`src/rtl/pcs_pkg.sv`:
```
package pcs_pkg;
  localparam int unsigned STAT_W = 6;

  // bit 5 .. bit 0
  typedef struct packed {
    logic stk;  // stack select
    logic bkh;  // breakpoint hit marker
    logic dbm;  // debug mode
    logic dbe;  // breakpoint enable
    logic ien;  // interrupt enable
    logic rpt;  // repeat loop active
  } stat_t;
endpackage

```
`src/rtl/pcs_loop.sv`:
```
module pcs_loop #(
  parameter int unsigned AW = 32,
  parameter int unsigned CW = 16,
  parameter logic [AW-1:0] STEP = 8
) (
  input  logic [AW-1:0] pc_i,
  input  logic [AW-1:0] lp_start_i,
  input  logic [AW-1:0] lp_end_i,
  input  logic [CW-1:0] cnt_i,
  input  logic          rpt_i,
  input  logic          br_taken_i,
  input  logic [AW-1:0] br_target_i,
  output logic [CW-1:0] cnt_o,
  output logic          rpt_o,
  output logic [AW-1:0] pc_o
);
  logic at_end, cnt_nz, loop_back;
  logic [CW-1:0] cnt_dec;

  always_comb begin
    at_end    = (pc_i == lp_end_i);
    cnt_nz    = |cnt_i;  // sampled before the decrement
    cnt_dec   = (at_end && (cnt_nz || rpt_i)) ? cnt_i - 1'b1 : cnt_i;
    loop_back = rpt_i && cnt_nz && at_end;
    cnt_o     = cnt_dec;
    rpt_o     = rpt_i && !(at_end && (cnt_dec == '0));
    if (br_taken_i)     pc_o = br_target_i;
    else if (loop_back) pc_o = lp_start_i;
    else                pc_o = pc_i + STEP;
  end
endmodule

```
`src/rtl/pcs_trap.sv`:
```
module pcs_trap
  import pcs_pkg::*;
#(
  parameter int unsigned AW = 32,
  parameter logic [AW-1:0] DBG_VEC = 32'hFFFF_F128,
  parameter logic [AW-1:0] IRQ_VEC = 32'hFFFF_F138
) (
  input  logic [AW-1:0] cia_i,
  input  logic [AW-1:0] pc_seq_i,
  input  stat_t         stat_i,
  input  logic [AW-1:0] brk_addr_i,
  input  logic          irq_req_i,
  output logic          dbg_hit_o,
  output logic [AW-1:0] dpc_o,
  output stat_t         dstat_o,
  output logic          irq_hit_o,
  output logic [AW-1:0] bpc_o,
  output stat_t         bstat_o,
  output logic [AW-1:0] pc_o,
  output stat_t         stat_o
);
  stat_t         st_mid;
  logic [AW-1:0] pc_mid;

  always_comb begin
    dbg_hit_o   = (cia_i == brk_addr_i) && stat_i.dbe;
    dpc_o       = pc_seq_i;
    dstat_o     = stat_i;
    dstat_o.bkh = 1'b1;
    if (dbg_hit_o) begin
      st_mid     = '0;
      st_mid.stk = stat_i.stk;
      st_mid.dbm = 1'b1;
      pc_mid     = DBG_VEC;
    end else begin
      st_mid = stat_i;
      pc_mid = pc_seq_i;
    end
    // interrupt sees the post-trap status
    irq_hit_o = irq_req_i && st_mid.ien;
    bpc_o     = pc_mid;
    bstat_o   = st_mid;
    pc_o      = irq_hit_o ? IRQ_VEC : pc_mid;
    stat_o    = irq_hit_o ? stat_t'('0) : st_mid;
  end
endmodule

```
`src/rtl/pc_seq_rpt.sv`:
```
module pc_seq_rpt
  import pcs_pkg::*;
#(
  parameter int unsigned AW = 32,
  parameter int unsigned CW = 16,
  parameter logic [AW-1:0] RESET_VEC = 32'h0000_1000,
  parameter logic [AW-1:0] DBG_VEC   = 32'hFFFF_F128,
  parameter logic [AW-1:0] IRQ_VEC   = 32'hFFFF_F138
) (
  input  logic              clk_i,
  input  logic              rst_ni,
  input  logic              step_i,
  input  logic              br_taken_i,
  input  logic [AW-1:0]     br_target_i,
  input  logic              irq_i,
  input  logic              cfg_ld_i,
  input  logic [AW-1:0]     cfg_start_i,
  input  logic [AW-1:0]     cfg_end_i,
  input  logic [CW-1:0]     cfg_cnt_i,
  input  logic              stat_wr_i,
  input  logic [STAT_W-1:0] stat_i,
  input  logic [AW-1:0]     brk_addr_i,
  output logic [AW-1:0]     pc_o,
  output logic [CW-1:0]     cnt_o,
  output logic [STAT_W-1:0] stat_o,
  output logic [AW-1:0]     dpc_o,
  output logic [STAT_W-1:0] dstat_o,
  output logic [AW-1:0]     bpc_o,
  output logic [STAT_W-1:0] bstat_o,
  output logic              irq_pend_o
);
  localparam logic [AW-1:0] PKT_BYTES = AW'(8);

  logic [AW-1:0] pc_q, start_q, end_q, dpc_q, bpc_q;
  logic [CW-1:0] cnt_q;
  stat_t         stat_q, dstat_q, bstat_q;
  logic          pend_q;

  logic [CW-1:0] cnt_nx;
  logic          rpt_nx;
  logic [AW-1:0] pc_seq;
  stat_t         stat_lp;

  logic          dbg_hit, irq_hit;
  logic [AW-1:0] dpc_nx, bpc_nx, pc_nx;
  stat_t         dstat_nx, bstat_nx, stat_nx;

  pcs_loop #(.AW(AW), .CW(CW), .STEP(PKT_BYTES)) u_loop (
    .pc_i        (pc_q),
    .lp_start_i  (start_q),
    .lp_end_i    (end_q),
    .cnt_i       (cnt_q),
    .rpt_i       (stat_q.rpt),
    .br_taken_i  (br_taken_i),
    .br_target_i (br_target_i),
    .cnt_o       (cnt_nx),
    .rpt_o       (rpt_nx),
    .pc_o        (pc_seq)
  );

  always_comb begin
    stat_lp     = stat_q;
    stat_lp.rpt = rpt_nx;
  end

  pcs_trap #(.AW(AW), .DBG_VEC(DBG_VEC), .IRQ_VEC(IRQ_VEC)) u_trap (
    .cia_i      (pc_q),
    .pc_seq_i   (pc_seq),
    .stat_i     (stat_lp),
    .brk_addr_i (brk_addr_i),
    .irq_req_i  (irq_i || pend_q),
    .dbg_hit_o  (dbg_hit),
    .dpc_o      (dpc_nx),
    .dstat_o    (dstat_nx),
    .irq_hit_o  (irq_hit),
    .bpc_o      (bpc_nx),
    .bstat_o    (bstat_nx),
    .pc_o       (pc_nx),
    .stat_o     (stat_nx)
  );

  always_ff @(posedge clk_i or negedge rst_ni) begin
    if (!rst_ni) begin
      pc_q    <= RESET_VEC;
      cnt_q   <= '0;
      start_q <= '0;
      end_q   <= '0;
      stat_q  <= '0;
      dpc_q   <= '0;
      dstat_q <= '0;
      bpc_q   <= '0;
      bstat_q <= '0;
      pend_q  <= 1'b0;
    end else if (step_i) begin
      pc_q   <= pc_nx;
      cnt_q  <= cnt_nx;
      stat_q <= stat_nx;
      if (dbg_hit) begin
        dpc_q   <= dpc_nx;
        dstat_q <= dstat_nx;
      end
      if (irq_hit) begin
        bpc_q   <= bpc_nx;
        bstat_q <= bstat_nx;
        pend_q  <= 1'b0;
      end else if (irq_i) begin
        pend_q  <= 1'b1;  // later requests fold into this one
      end
    end else begin
      if (stat_wr_i) stat_q <= stat_t'(stat_i);
      if (cfg_ld_i) begin
        start_q    <= cfg_start_i;
        end_q      <= cfg_end_i;
        cnt_q      <= cfg_cnt_i;
        stat_q.rpt <= 1'b1;
      end
    end
  end

  assign pc_o       = pc_q;
  assign cnt_o      = cnt_q;
  assign stat_o     = stat_q;
  assign dpc_o      = dpc_q;
  assign dstat_o    = dstat_q;
  assign bpc_o      = bpc_q;
  assign bstat_o    = bstat_q;
  assign irq_pend_o = pend_q;
endmodule

```
`config.mk`:
```
export PLATFORM = sky130hd
export DESIGN_NAME = pc_seq_rpt
export DESIGN_NICKNAME = d
export VERILOG_FILES = /design/src/rtl/pcs_pkg.sv /design/src/rtl/pcs_loop.sv /design/src/rtl/pcs_trap.sv /design/src/rtl/pc_seq_rpt.sv
export SDC_FILE = /design/constraint.sdc
export NUM_CORES = 1
export LEC_CHECK = 0
export BUFFER_PORTS_ARGS = -buffer_cell sky130_fd_sc_hd__buf_2
export CORE_ASPECT_RATIO = 0.6
export CORE_MARGIN = 8
export CORE_UTILIZATION = 45
export DETAILED_ROUTE_END_ITERATION = 10
export PLACE_DENSITY = 0.75
export REMOVE_ABC_BUFFERS = 1
export SYNTH_ARGS = -nofsm -noshare
export SYNTH_HDL_FRONTEND = slang
export SYNTH_SLANG_ARGS = --single-unit
```
`constraint.sdc`:
```
create_clock -name clk_i -period 7.6 [get_ports clk_i]
set_clock_uncertainty 0.15 [all_clocks]
set_input_delay 0.38 -clock clk_i [delete_from_list [all_inputs] [get_ports clk_i]]
set_output_delay 0.38 -clock clk_i [all_outputs]
set_load 0.02 [all_outputs]
```
### Yosys cells after proc, flatten, opt, wreduce, memory -nomap -nowiden

Cells that the tools add are included.

| operators by class | value |
|---|---|
| bitwise logic cells | 1 |
| equality and inequality tests | 2 |
| $add $sub $neg | 2 |
| mux-type cells | 14 |
| reductions and logical operators | 20 |

Operators by type and width:

| kind | count |
|---|---|
| $mux 32 | 4 |
| $eq 32x32->1 | 2 |
| $mux 16 | 3 |
| $add 32x4->32 const B | 1 |
| $mux 6 | 3 |
| $logic_not 16->1 | 1 |
| $reduce_or 16->1 | 1 |
| $sub 16x1->16 const B | 1 |
| $reduce_and 2->1 | 4 |
| $logic_and 1x1->1 | 7 |
| $reduce_bool 2->1 | 3 |
| $mux 5 | 1 |
| $mux 1 | 3 |
| $reduce_bool 3->1 | 1 |
| $logic_or 1x1->1 | 2 |
| $logic_not 1->1 | 1 |
| $not 1->1 | 1 |

| storage, ports and cells | value |
|---|---|
| output and inout bits | 131 |
| word-level logic and storage cells | 64 |
| register bits after elaboration | 195 |

### Logic depth before layout (Yosys ltp)

| depth | value |
|---|---|
| depth in word-level cells | 12 |
| gate-level depth with buffers | 13 |
| gate-level depth less buffers | 10 |

### Cells and area by module

From an unflattened synthesis, not the netlist that was laid out.

| second synthesis, totals | value |
|---|---|
| cell total of the unflattened synthesis | 1019 |
| area total of the unflattened synthesis | 11462.2 µm² |

Modules (own cells, without submodules):

| module | cells each | instances | seq. area each (µm²) | area an instance (µm²) |
|---|---|---|---|---|
| pc_seq_rpt | 467 | 1 | 4880.9 | 7785.0 |
| pcs_loop | 318 | 1 | 0.0 | 2011.9 |
| pcs_trap | 234 | 1 | 0.0 | 1665.3 |

### Worst setup path before layout

No wires, ideal clock.

| timing path | value |
|---|---|
| path type | register -> register |
| from | reg cnt_q[0] (netlist: cnt_o[0]) |
| to | reg stat_q, in the netlist stat_o[0] |
| slack | 4.204 ns |
| stages on the path, launching flop included | 12 |
| data required time | 7.308 ns |
| arrival time | 3.104 ns |
| buffers on the path | 1 |
| cell sequence | dfrtp_1 inv_1 ha_1 buf_4 or3b_4 or4b_4 o32a_1 a311o_1 o31ai_1 o2111ai_1 o41ai_2 o22ai_1 |

| between the ends | value |
|---|---|
| cells in the longest elaborated chain, start to end | 11 |
| elaborated cells on any way between the ends | 12 |
| classes of those cells | 1 x add/sub; 4 x mux; 7 x reduce/logical |

Ends and longest elaborated chain:

| item | line | RTL |
|---|---|---|
| from (decl) | pc_seq_rpt.sv:35 | `logic [CW-1:0] cnt_q;` |
| from (signal assigned) | pc_seq_rpt.sv:96 | `cnt_q <= cnt_nx;` |
| from (signal assigned) | pc_seq_rpt.sv:114 | `cnt_q <= cfg_cnt_i;` |
| branches (longest 3 deep; another with $sub 16x1->16) | n/a |  |
| $mux 16 (*) | pcs_loop.sv:23 | `cnt_dec = (at_end && (cnt_nz \|\| rpt_i)) ? cnt_i - 1'b1 : cnt_i;` |
| $logic_not 16->1 (*) | pcs_loop.sv:26 | `rpt_o = rpt_i && !(at_end && (cnt_dec == '0));` |
| $logic_and 1x1->1 (*) | pcs_loop.sv:26 |  |
| $logic_not 1->1 (*) | pcs_loop.sv:26 |  |
| $logic_and 1x1->1 (*) | pcs_loop.sv:26 |  |
| $mux 5 (*) | pcs_trap.sv:30 | `if (dbg_hit_o) begin` |
| $mux 6 (*) | pcs_trap.sv:44 | `stat_o = irq_hit_o ? stat_t'('0) : st_mid;` |
| $mux 6 (*) | pc_seq_rpt.sv:94 | `end else if (step_i) begin` |
| to (signal assigned) | pc_seq_rpt.sv:97 | `stat_q <= stat_nx;` |
| to (signal assigned) | pc_seq_rpt.sv:110 | `if (stat_wr_i) stat_q <= stat_t'(stat_i);` |
| to (decl) | pc_seq_rpt.sv:36 | `stat_t stat_q, dstat_q, bstat_q;` |

Mark *: on every way between the ends.
A chain may end at the register's enable or synchronous reset.

### Final worst setup path

| timing path | value |
|---|---|
| from | reg pc_q[13] (netlist: pc_o[13]) |
| to | reg stat_q, in the netlist stat_o[4] |

| between the ends | value |
|---|---|
| cells in the longest elaborated chain, start to end | 6 |

Ends and longest elaborated chain:

| item | line | RTL |
|---|---|---|
| from (decl) | pc_seq_rpt.sv:34 | `logic [AW-1:0] pc_q, start_q, end_q, dpc_q, bpc_q;` |
| from (signal assigned) | pc_seq_rpt.sv:95 | `pc_q <= pc_nx;` |
| $eq 32x32->1 (*) | pcs_trap.sv:26 | `dbg_hit_o = (cia_i == brk_addr_i) && stat_i.dbe;` |
| $logic_and 1x1->1 (*) | pcs_trap.sv:26 |  |
| $mux 5 (*) | pcs_trap.sv:30 |  |
| $logic_and 1x1->1 | pcs_trap.sv:40 | `irq_hit_o = irq_req_i && st_mid.ien;` |
| $mux 6 (*) | pcs_trap.sv:44 |  |
| $mux 6 (*) | pc_seq_rpt.sv:94 |  |

Every way passes the cells marked *; elsewhere a longest branch is shown, timed or not.

==> results.toml <==
[logic_synthesis]
synth_mux_area_share_pct = 3.25
synth_cell_types = 68
syn_avg_cell_area_um2 = 8.92
synth_xor_area_share_pct = 8.24
synth.top_cell.area_share_pct = 49.1
synth_fa_ha_area_share_pct = 0.253
ys_top_cells_by_area = "dfrtp_1 (49%), nand2_1 (11%), xor2_1 (6.3%), nor2_1 (3.0%), clkbuf_1 (2.9%)"
syn-cell-area_um2 = 9890
synth-seq-cells = 195
synthArstFlopShare_pct = 100
netlist_instances = 1109
synth.most_common_cell = "nand2_1"
synth_compound_area_share_pct = 12.8
synth_edf_count = 0
synth-simple-area-share_pct = 22.3
synth_top_family_by_area = "simple AND/OR/NAND/NOR gates"
synth_ff_type = "dfrtp_1"
synth_largest_area_cell = "dfrtp_1"
yosysSeqAreaShare_pct = 49.4
yosysWarnings = 0
synth_common_cells = "nand2_1 (300), dfrtp_1 (194), nor2_1 (78)"

[clock_network]
cts_max_path_buffers = 2
clock_latency_ns = 0.44
cts_tree = "done"
cts.htree.levels = 4
postCtsHoldBufs = 39
cts_setup_buffers = 0
cts.sinks = 195
cts_resized = 0
cts_root_buffer = "clkbuf_16"
cts_buffers = 17
clkTransAtPathRegs_ns = 0.07

[global_routing]
grt_start_max_net_pins = 131
grt-ovfl-total = 0
track_usage_pct = 27.0
grt_pass1_vias = 9274
grt_pass1_wl_um = 56400
grt_antenna_before_repair = 8

[worst_setup_path]
crit_path_end_kind = "register"
regToRegSetupSlack_ns = 3.55
ff2ff_path_depth = 8
reg2reg_to = "stat_o[4]$_DFFE_PN0P_"
worstSetupPathType = "register to register"
path_cells = "xor2_1 > nor4_1 > nand4_1 > nor2_1 > nand2_1 > nand3_1 > o21ai_0 > a22o_1"
worst-path-buf-inv = 0
startpoint = "pc_o[13]$_DFFE_PN0P_"
r2r_start = "pc_o[13]$_DFFE_PN0P_"
critical_path_arrival_ns = 4.23
cp_max_fo = 20
worst_path_largest_cell_delay_ns = 1.02
start_kind = "register"
crit_family = "simple AND/OR/NAND/NOR gates"
critPathRequiredTime_ns = 7.78
critPathSlowestCell = "nand3_1"

[outcome]
violations = "negative hold slack"
status = "complete, but fails checks"

[timing]
rsz0062_at_grt = "no"
layout_min_cycle_time_ns = 4.05
tightestPinTransition_ns = 1.21
finalSetupViolations = 0
setup_tns_ns = 0
fmax_ghz = 0.247
slew_headroom_pct = 19.1
slew_violations = 0
whs_ns = -0.0817
final-hold-violation-count = 25
min_period_over_period_pct = 53.3

[pwr]
power_frac_seq_pct = 45.3
power_w = 0.00300
power.density_nw_per_um2 = 241
switching_share_pct = 34.2
pwr-share-clk_pct = 31.6
power.internal_w = 0.00198
leakage_nw = 6.05
p_switching_w = 0.00103
combPwrFrac_pct = 23.1
peakVddDrop_mv = 0.158

[floorplan]
die-area_um2 = 27100
dieHeight_um = 131
initial_core_util_pct = 45.3
num_rows = 42
dieWidth_um = 207
core_um2 = 21800
io_pins = 288

[layout]
fin_area_um2 = 12500
final_nets = 1539
fin_cells = 1682
fillerInstances = 1995
drive_above_1_share_pct = 25.6
area.growth.synth_to_final_pct = 26.2

[placement]
hpwl_um = 26800
gp_congestion = 0.908
placed_cells = 1607
port_buffers = 287
dpl_cell_area_um2 = 11500

[run]
cap_viol_max_count = 0

[routing]
drc = 0
num_vias = 9376
drt-wirelength-per-cell_um = 22.1
firstDrtPassIters = 5
via_per_inst = 5.57
drt_iter0_drc = 847
ant_nets = 0
wl_um = 37100

[worst_hold_path]
hold_class = "primary input to asynchronous set/reset pin"
## metal layers
metal	track usage (%)	vias up	share of wire, %
li1	-	4314	-
met4	7.66	10	2.0
met1	39.0	4566	47
met3	7.38	56	8.4
met2	39.1	430	43
met5	0	-	0.16
## placed cells by master (no fill, tap or decap), types with 5 or more instances in the layout
cell           count
nand2_1          299
buf_2            286
dfrtp_1          194
nor2_1            77
xor2_1            71
a21oi_1           56
o21ai_0           53
dlygate4sd3_1     40
nor4_1            23
xnor2_1           22
mux2i_1           22
nand3_1           19
clkbuf_16         17
nand4_1           15
o22a_1            12
nor3_1            11
buf_4             10
inv_1              9
mux2_2             9
nand2b_1           9
o2bb2ai_1          8
and3_1             6
or3_1              6
o211a_1            6
a31oi_1            6
and4_1             5
o221a_2            5
nor4b_1            5
## cell families (layout without fill, tap and decap cells)
| family | Yosys count | after routing |
|---|---|---|
| XOR/XNOR | 93 | 93 |
| buffers and inverters | 95 | 379 |
| flip-flops | 195 | 195 |
| AND/OR/NAND/NOR | 499 | 499 |
| multiplexers | 31 | 31 |
| AO/OA/AOI/OAI | 194 | 194 |
| adder cells (fa/ha/maj) | 2 | 2 |
| other | 0 | 3 |
## registers in the layout, indices dropped and copies added, names as in the netlist
signal,count
bpc_o,32
bstat_o,6
cnt_o,16
dpc_o,32
dstat_o,6
end_q,32
irq_pend_o,1
pc_o,32
start_q,32
stat_o,6
## power groups by stage
stage	logic [W]	clock network (W)	registers [W]
2_1_floorplan	0.000276	0	0.00144
3_3_place_gp	0.000669	0	0.00137
3_5_place_dp	0.000678	0	0.00137
4_1_cts	0.000697	0.000959	0.00136
5_1_grt	0.000757	0.00101	0.00138
6_report	0.000694	0.000951	0.00136
## worst register-to-register path, stage by stage, from the launching register on
cell and delay, ns:
dfrtp_1 0.71, xor2_1 0.13, nor4_1 0.46, nand4_1 0.25, nor2_1 0.31, nand2_1 0.36, nand3_1 1.02, o21ai_0 0.29
a22o_1 0.25
## layout make-up
class | count | area [um^2] | area share, %
Clock buffer | 21 | 450 | 3.61
Sequential cell | 195 | 4880 | 39.1
Antenna cell | 3 | 7.51 | 0.0602
Timing Repair Buffer | 337 | 1920 | 15.4
Inverter | 10 | 37.5 | 0.301
Clock inverter | 11 | 153 | 1.22
Multi-Input combinational cell | 819 | 4670 | 37.4
Tap cell | 286 | 358 | 2.87
## stage by stage
step                      util (%)  setup slack (ns)  hold WS (ns)
final                         57.2              3.55       -0.0817
after global routing          57.2              3.37       0.00319
after CTS                     57.1              3.62      0.000131
after detailed placement      52.6              3.63         0.304
after global placement        52.6              3.73         0.293
after floorplan                  -              3.29       -0.0656
## how the worst max path moves through the flow
stage                                  to  slack [ns]  depth (start not counted)
finish              stat_o[4]$_DFFE_PN0P_        3.55                          8
global route        stat_o[0]$_DFFE_PN0P_        3.37                          9
CTS                 stat_o[0]$_DFFE_PN0P_        3.62                         11
detailed placement  stat_o[0]$_DFFE_PN0P_        3.63                         11
global placement    stat_o[0]$_DFFE_PN0P_        3.73                         11
floorplan             pc_o[4]$_DFFE_PN0P_        3.29                         10
No activity file was read; power rests on OpenSTA's default activity.
